==> config.mk <==
export PLATFORM = sky130hd
export DESIGN_NAME = uart_frame_engine
export DESIGN_NICKNAME = d
export VERILOG_FILES = /design/src/rtl/uart_fe_pkg.sv /design/src/rtl/uart_fe_baud.sv /design/src/rtl/uart_fe_tx.sv /design/src/rtl/uart_fe_rx.sv /design/src/rtl/uart_frame_engine.sv
export SDC_FILE = /design/constraint.sdc
export NUM_CORES = 1
export LEC_CHECK = 0
export ABC_AREA = 1
export BUFFER_PORTS_ARGS = -buffer_cell sky130_fd_sc_hd__buf_2
export CAP_MARGIN = 5
export CORE_MARGIN = 10
export CORE_UTILIZATION = 35
export DETAILED_ROUTE_END_ITERATION = 8
export SLEW_MARGIN = 20
export SYNTH_ARGS = -nofsm -noshare
export SYNTH_HDL_FRONTEND = slang
export SYNTH_SLANG_ARGS = --single-unit
==> constraint.sdc <==
create_clock -name clk -period 2.1 [get_ports clk]
set_input_delay 0.105 -clock clk [delete_from_list [all_inputs] [get_ports clk]]
set_output_delay 0.105 -clock clk [all_outputs]
set_load 0.005 [all_outputs]
==> src/rtl/uart_fe_pkg.sv <==
package uart_fe_pkg;

  typedef enum logic [2:0] {
    S_IDLE,
    S_START,
    S_DATA,
    S_PAR,
    S_STOP,
    S_HOLD
  } fe_state_t;

  // Mask of the data bits in use for a length code (0..3 -> 5..8 bits)
  function automatic logic [7:0] len_mask(input logic [1:0] len);
    return 8'hFF >> (2'd3 - len);
  endfunction

  // Expected parity bit for the configured mode
  function automatic logic calc_parity(input logic [7:0] d, input logic [1:0] len,
                                       input logic even, input logic stick);
    if (stick) return ~even;
    return (^(d & len_mask(len))) ^ ~even;
  endfunction

  // Index of the last data bit for a length code
  function automatic logic [2:0] last_idx(input logic [1:0] len);
    return {1'b0, len} + 3'd4;
  endfunction

endpackage

==> src/rtl/uart_fe_baud.sv <==
module uart_fe_baud #(
  parameter int DIV_W = 16
) (
  input  logic             clk,
  input  logic             rst_n,
  input  logic [DIV_W-1:0] div,
  output logic             tick
);
  logic [DIV_W-1:0] cnt_q, cnt_d;
  logic             tick_q, tick_d;

  always_comb begin
    tick_d = (cnt_q >= div);
    cnt_d  = tick_d ? '0 : cnt_q + 1'b1;
  end

  always_ff @(posedge clk or negedge rst_n) begin
    if (!rst_n) begin
      cnt_q  <= '0;
      tick_q <= 1'b0;
    end else begin
      cnt_q  <= cnt_d;
      tick_q <= tick_d;
    end
  end

  assign tick = tick_q;
endmodule

==> src/rtl/uart_fe_tx.sv <==
module uart_fe_tx
  import uart_fe_pkg::*;
(
  input  logic       clk,
  input  logic       rst_n,
  input  logic       tick,
  input  logic       hs,
  input  logic [1:0] len,
  input  logic       par_en,
  input  logic       par_even,
  input  logic       par_stick,
  input  logic       stop2,
  input  logic       brk,
  input  logic       in_valid,
  input  logic [7:0] in_data,
  output logic       in_ready,
  output logic       ser
);
  fe_state_t  st_q, st_d;
  logic [3:0] cnt_q, cnt_d;
  logic [2:0] idx_q, idx_d;
  logic [7:0] sh_q, sh_d;
  logic [1:0] len_q, len_d;
  logic       hs_q, hs_d, pe_q, pe_d, ev_q, ev_d, sk_q, sk_d, s2_q, s2_d;
  logic       second_q, second_d;
  logic       ser_q, ser_d;
  logic       accept, bit_end;
  logic [3:0] last_cnt;

  assign in_ready = (st_q == S_IDLE) && !brk;
  assign accept   = in_valid && in_ready;
  assign last_cnt = hs_q ? 4'd7 : 4'd15;
  assign bit_end  = tick && (cnt_q == last_cnt);

  always_comb begin
    st_d = st_q; cnt_d = cnt_q; idx_d = idx_q; sh_d = sh_q;
    len_d = len_q; hs_d = hs_q; pe_d = pe_q; ev_d = ev_q; sk_d = sk_q; s2_d = s2_q;
    second_d = second_q;
    if (st_q == S_IDLE) begin
      if (accept) begin
        st_d = S_START; cnt_d = '0; sh_d = in_data;
        len_d = len; hs_d = hs; pe_d = par_en; ev_d = par_even;
        sk_d = par_stick; s2_d = stop2;
      end
    end else if (tick) begin
      cnt_d = bit_end ? 4'd0 : cnt_q + 4'd1;
      if (bit_end) begin
        case (st_q)
          S_START: begin st_d = S_DATA; idx_d = '0; end
          S_DATA: begin
            if (idx_q == last_idx(len_q)) begin
              st_d = pe_q ? S_PAR : S_STOP;
              second_d = 1'b0;
            end else begin
              idx_d = idx_q + 3'd1;
            end
          end
          S_PAR: begin st_d = S_STOP; second_d = 1'b0; end
          S_STOP: begin
            if (s2_q && !second_q) second_d = 1'b1;
            else st_d = S_IDLE;
          end
          default: st_d = S_IDLE;
        endcase
      end
    end
  end

  always_comb begin
    case (st_d)
      S_START: ser_d = 1'b0;
      S_DATA:  ser_d = sh_d[idx_d];
      S_PAR:   ser_d = calc_parity(sh_q, len_q, ev_q, sk_q);
      default: ser_d = 1'b1;
    endcase
    if (brk) ser_d = 1'b0;
  end

  always_ff @(posedge clk or negedge rst_n) begin
    if (!rst_n) begin
      st_q <= S_IDLE; cnt_q <= '0; idx_q <= '0; sh_q <= '0;
      len_q <= '0; hs_q <= 1'b0; pe_q <= 1'b0; ev_q <= 1'b0; sk_q <= 1'b0;
      s2_q <= 1'b0; second_q <= 1'b0; ser_q <= 1'b1;
    end else begin
      st_q <= st_d; cnt_q <= cnt_d; idx_q <= idx_d; sh_q <= sh_d;
      len_q <= len_d; hs_q <= hs_d; pe_q <= pe_d; ev_q <= ev_d; sk_q <= sk_d;
      s2_q <= s2_d; second_q <= second_d; ser_q <= ser_d;
    end
  end

  assign ser = ser_q;
endmodule

==> src/rtl/uart_fe_rx.sv <==
module uart_fe_rx
  import uart_fe_pkg::*;
(
  input  logic       clk,
  input  logic       rst_n,
  input  logic       tick,
  input  logic       hs,
  input  logic [1:0] len,
  input  logic       par_en,
  input  logic       par_even,
  input  logic       par_stick,
  input  logic       ser_in,
  output logic       out_valid,
  output logic [7:0] out_data,
  output logic       out_ferr,
  output logic       out_perr,
  output logic       out_brk
);
  logic       sy1_q, sy2_q, rxs;
  fe_state_t  st_q, st_d;
  logic [3:0] cnt_q, cnt_d;
  logic [2:0] idx_q, idx_d;
  logic [7:0] data_q, data_d;
  logic       allz_q, allz_d, perr_q, perr_d;
  logic       vld_q, vld_d, fe_q, fe_d, pe_q, pe_d, bk_q, bk_d;
  logic [7:0] do_q, do_d;
  logic [3:0] half_cnt, last_cnt;
  logic       bit_end;

  assign rxs      = sy2_q;
  assign half_cnt = hs ? 4'd3 : 4'd7;
  assign last_cnt = hs ? 4'd7 : 4'd15;
  assign bit_end  = tick && (cnt_q == last_cnt);

  always_comb begin
    st_d = st_q; cnt_d = cnt_q; idx_d = idx_q; data_d = data_q;
    allz_d = allz_q; perr_d = perr_q;
    vld_d = 1'b0; fe_d = fe_q; pe_d = pe_q; bk_d = bk_q; do_d = do_q;
    case (st_q)
      S_IDLE: begin
        if (tick && !rxs) begin st_d = S_START; cnt_d = '0; end
      end
      S_START: begin
        if (tick) begin
          if (cnt_q == half_cnt) begin
            cnt_d = '0;
            if (!rxs) begin
              st_d = S_DATA; idx_d = '0; data_d = '0; allz_d = 1'b1; perr_d = 1'b0;
            end else begin
              st_d = S_IDLE;
            end
          end else begin
            cnt_d = cnt_q + 4'd1;
          end
        end
      end
      S_DATA, S_PAR, S_STOP: begin
        if (tick) cnt_d = bit_end ? 4'd0 : cnt_q + 4'd1;
        if (bit_end) begin
          allz_d = allz_q & ~rxs;
          if (st_q == S_DATA) begin
            data_d[idx_q] = rxs;
            if (idx_q == last_idx(len)) st_d = par_en ? S_PAR : S_STOP;
            else idx_d = idx_q + 3'd1;
          end else if (st_q == S_PAR) begin
            perr_d = (rxs != calc_parity(data_q, len, par_even, par_stick));
            st_d = S_STOP;
          end else begin
            vld_d = 1'b1;
            do_d  = data_q;
            fe_d  = ~rxs;
            pe_d  = perr_q;
            bk_d  = allz_q & ~rxs;
            st_d  = rxs ? S_IDLE : S_HOLD;
          end
        end
      end
      S_HOLD: begin
        if (rxs) st_d = S_IDLE;
      end
      default: st_d = S_IDLE;
    endcase
  end

  always_ff @(posedge clk or negedge rst_n) begin
    if (!rst_n) begin
      sy1_q <= 1'b1; sy2_q <= 1'b1;
      st_q <= S_IDLE; cnt_q <= '0; idx_q <= '0; data_q <= '0;
      allz_q <= 1'b0; perr_q <= 1'b0;
      vld_q <= 1'b0; fe_q <= 1'b0; pe_q <= 1'b0; bk_q <= 1'b0; do_q <= '0;
    end else begin
      sy1_q <= ser_in; sy2_q <= sy1_q;
      st_q <= st_d; cnt_q <= cnt_d; idx_q <= idx_d; data_q <= data_d;
      allz_q <= allz_d; perr_q <= perr_d;
      vld_q <= vld_d; fe_q <= fe_d; pe_q <= pe_d; bk_q <= bk_d; do_q <= do_d;
    end
  end

  assign out_valid = vld_q;
  assign out_data  = do_q;
  assign out_ferr  = fe_q;
  assign out_perr  = pe_q;
  assign out_brk   = bk_q;
endmodule

==> src/rtl/uart_frame_engine.sv <==
module uart_frame_engine #(
  parameter int DIV_W = 16
) (
  input  logic             clk,
  input  logic             rst_n,
  input  logic [DIV_W-1:0] cfg_div,
  input  logic             cfg_hs,
  input  logic [1:0]       cfg_len,
  input  logic             cfg_par_en,
  input  logic             cfg_par_even,
  input  logic             cfg_par_stick,
  input  logic             cfg_stop2,
  input  logic             tx_break,
  input  logic             tx_valid,
  output logic             tx_ready,
  input  logic [7:0]       tx_data,
  output logic             tx_ser,
  input  logic             rx_ser,
  output logic             rx_valid,
  output logic [7:0]       rx_data,
  output logic             rx_ferr,
  output logic             rx_perr,
  output logic             rx_brk
);
  logic tick;

  uart_fe_baud #(.DIV_W(DIV_W)) u_baud (
    .clk(clk), .rst_n(rst_n), .div(cfg_div), .tick(tick)
  );

  uart_fe_tx u_tx (
    .clk(clk), .rst_n(rst_n), .tick(tick), .hs(cfg_hs), .len(cfg_len),
    .par_en(cfg_par_en), .par_even(cfg_par_even), .par_stick(cfg_par_stick),
    .stop2(cfg_stop2), .brk(tx_break), .in_valid(tx_valid), .in_data(tx_data),
    .in_ready(tx_ready), .ser(tx_ser)
  );

  uart_fe_rx u_rx (
    .clk(clk), .rst_n(rst_n), .tick(tick), .hs(cfg_hs), .len(cfg_len),
    .par_en(cfg_par_en), .par_even(cfg_par_even), .par_stick(cfg_par_stick),
    .ser_in(rx_ser), .out_valid(rx_valid), .out_data(rx_data),
    .out_ferr(rx_ferr), .out_perr(rx_perr), .out_brk(rx_brk)
  );
endmodule

==> results.toml <==
[critical_path]
critPathKind = "register to register"
cp-start-kind = "register"
cp_max_fo = 5
cp.arrival_ps = 2190
worstSetupEndpointType = "register"
reg2reg_depth = 15
required_ps = 2380

[timing]
grt_setup_unrepaired = "yes"
finalCritPeriodShare_pct = 90.84
finalHoldViolCount = 0
finalSetupViolCount = 0
max_slew.worst_pin.slew_ps = 575.4
finClkSkew_ps = 7.102
fin_crit_ps = 1908
max_freq_mhz = 524.2
finalSetupTns_ps = 0
final_max_slew_viol_count = 0
slew_headroom_pct = 61.64
setup_slack_ps = 192.4

[power_and_ir_drop]
p_per_area_nw_per_um2 = 1033
p_leak_uw = 0.002824
peakVddDrop_mv = 0.4178

[placement]
pre_cts_ws_ps = 157.2
port_buffers = 49
dp_hpwl_mm = 7.801
dp.cells = 794
gp_congestion = 0.9013

[cells_and_area]
drive_above_1_share_pct = 22.38
n_antenna_cell = 0
most-common-layout-cells = "inv_1 (97), nand2_1 (97), dfrtp_1 (75), buf_2 (48), nor2_1 (35)"
fin_util_pct = 41.94
syn_to_final_growth_pct = 18.64
layoutNonFillerInstCount = 815
fin_nets = 691

[yosys]
synth_edf_count = 0
syn_area_sq_um = 4644
yosys_warnings = 0
ys_seq_elements = 78
syn_inst = 568
synth_ff_type = "dfrtp_1"
synth-seq-area-share_pct = 42.11
ys_async_sr_fraction_pct = 100.0
ys_types = 41
synth_nets = 625
avgSynthCellArea_sq_um = 8.177

[die]
fp-row-count = 42
ios = 50
die_y_um = 135.2
core_sq_um = 13140
start_util_pct = 35.35
dieArea_sq_um = 18280
fp.dieW_um = 135.2

[grt]
grt_usage_pct = 11.41
grt_pass1_wl_mm = 17.17
grt_overflow = 0
first_global_vias = 3788
grt_max_degree = 46
antenna_found_initial = 0

[drt]
post_drt_via_cell_ratio = 4.627
dr.pass1.iters = 4
num_vias = 3771
drc_errors = 0
ant_nets = 0
avgRoutedWirePerCell_um = 12.31
wl_mm = 10.04
drt_iter0_drc = 169

[clock_tree]
clock-sinks = 78
tritoncts = "built"
numCtsBuffers = 9
cts-root-buf = "clkbuf_16"
cts.path.max_buffers = 2
clk_pin_slew_ps = 60
cts_max_level = 3
clkLatencyLatePin_ps = 330

[flow_run]
drv_cap = 0

[hold_path]
hp-class = "input pin to register"
min_path_cells = 3

[status]
outcome = "finished clean"
[cells in the mapped netlist (3+ instances only)]
master	count	share of area, %
nor2_4	3	0.73
inv_2	11	0.89
o21ai_1	18	1.9
nand2_2	5	0.67
mux2_2	11	2.7
o211ai_1	4	0.65
nor2_1	37	3.0
nor3_1	3	0.32
dfstp_2	3	1.7
nand4_1	8	1.1
buf_2	3	0.32
xor2_1	17	3.2
nor3_2	3	0.65
inv_1	97	7.8
o21ai_0	30	3.2
dfrtp_1	75	40
nand2_1	98	7.9
nor3b_1	7	1.1
nand3_1	36	3.9
a21oi_1	27	2.9
xnor2_1	6	1.1
nor2_2	17	2.3
nand2_4	7	1.7
ha_1	21	5.7
[per-layer routing]
layer  vias up  wire [um]  track usage [%]  share of wire (%)
met5         -          0                0                  0
met1      1747       4758            14.27                 47
met4         0        146            4.127                1.5
met3        13        491            3.672                4.9
met2        55       4639            18.01                 46
li1       1956          -                -                  -
[path summary, 6_finish.rpt]
| check | start | to | slack [ps] |
|---|---|---|---|
| max | u_tx.cnt_q[1]$_DFFE_PN0P_ | u_tx.ser$_DFF_PN1_ | 190 |
| min | tx_data[5] | u_tx.sh_q[5]$_DFF_PN0_ | 20 |
| max reg2reg | u_tx.cnt_q[1]$_DFFE_PN0P_ | u_tx.ser$_DFF_PN1_ | 190 |
| min reg2reg | u_rx.sy1_q$_DFF_PN1_ | u_rx.rxs$_DFF_PN1_ | 350 |
| max in group asynchronous | rst_n | u_rx.sy1_q$_DFF_PN1_ | 1100 |
| min in group asynchronous | rst_n | u_tx.idx_q[1]$_DFF_PN0_ | 310 |
[per-stage QoR]
stage	total power (uW)	hold WS (ps)	area (sq um)
after global placement	4115	140.6	5131
after detailed placement	4185	146.5	5131
after CTS	5768	10.56	5465
after floorplan	3692	-190.6	4644
final	5692	22.08	5510
after global routing	6150	34.16	5510
[final cells by class]
class                   instances  area, sq um
repair buffers                 61        347.8
flip-flops and latches         78         1956
well taps                     176        220.2
multi-input cells             376         2287
clock inverters                 4        47.55
inverters                     108        405.4
fillers                      1339         7627
clock buffers                  12        246.5
[sequential cells by signal, indices dropped and copies added (netlist names), 2 cells and up]
| register | flops |
|---|---|
| u_baud.cnt_q | 16 |
| u_rx.data_q | 8 |
| u_rx.out_data | 8 |
| u_tx.sh_q | 8 |
| u_rx.cnt_q | 4 |
| u_tx.cnt_q | 4 |
| u_rx.idx_q | 3 |
| u_rx.st_q | 3 |
| u_tx.idx_q | 3 |
| u_tx.st_q | 3 |
| u_tx.len_q | 2 |
[power breakdown]
part	leakage [uW]	switching (uW)	internal (uW)
sequential	0.00100	304	1830
clock	0.000143	587	949
combinational	0.00168	1250	773
[critical path: stages, from the launching register on]
cell and delay [ps]:
dfrtp_1 380, ha_1 190, nand2_1 110, nor2_4 140, nand3_2 130, nor2_4 160, nand2_1 90, nand2_2 110
nand2_2 90, nand2_1 70, nand3_1 80, nand3_1 80, nand3_1 60, nand3_1 80, nand2_1 50, inv_1 40
[cells by family (layout without fill, tap and decap cells)]
| family | Yosys count | in the layout | synth area share (%) |
|---|---|---|---|
| mux | 11 | 11 | 2.667 |
| simple gates | 228 | 228 | 24.35 |
| buf+inv | 114 | 185 | 9.456 |
| compound gates | 93 | 93 | 11.42 |
| xor+xnor | 23 | 23 | 4.337 |
| fa+ha+maj | 21 | 21 | 5.657 |
| flops | 78 | 78 | 42.11 |
[repair_timing]
action,in CTS,in global routing
buffers inserted,0,1
gates resized for setup,0,10
hold buffers,4,0
endpoints found under the setup margin,0,2
endpoints found under the hold margin,45,0
(Power assumes the default switching activity.)
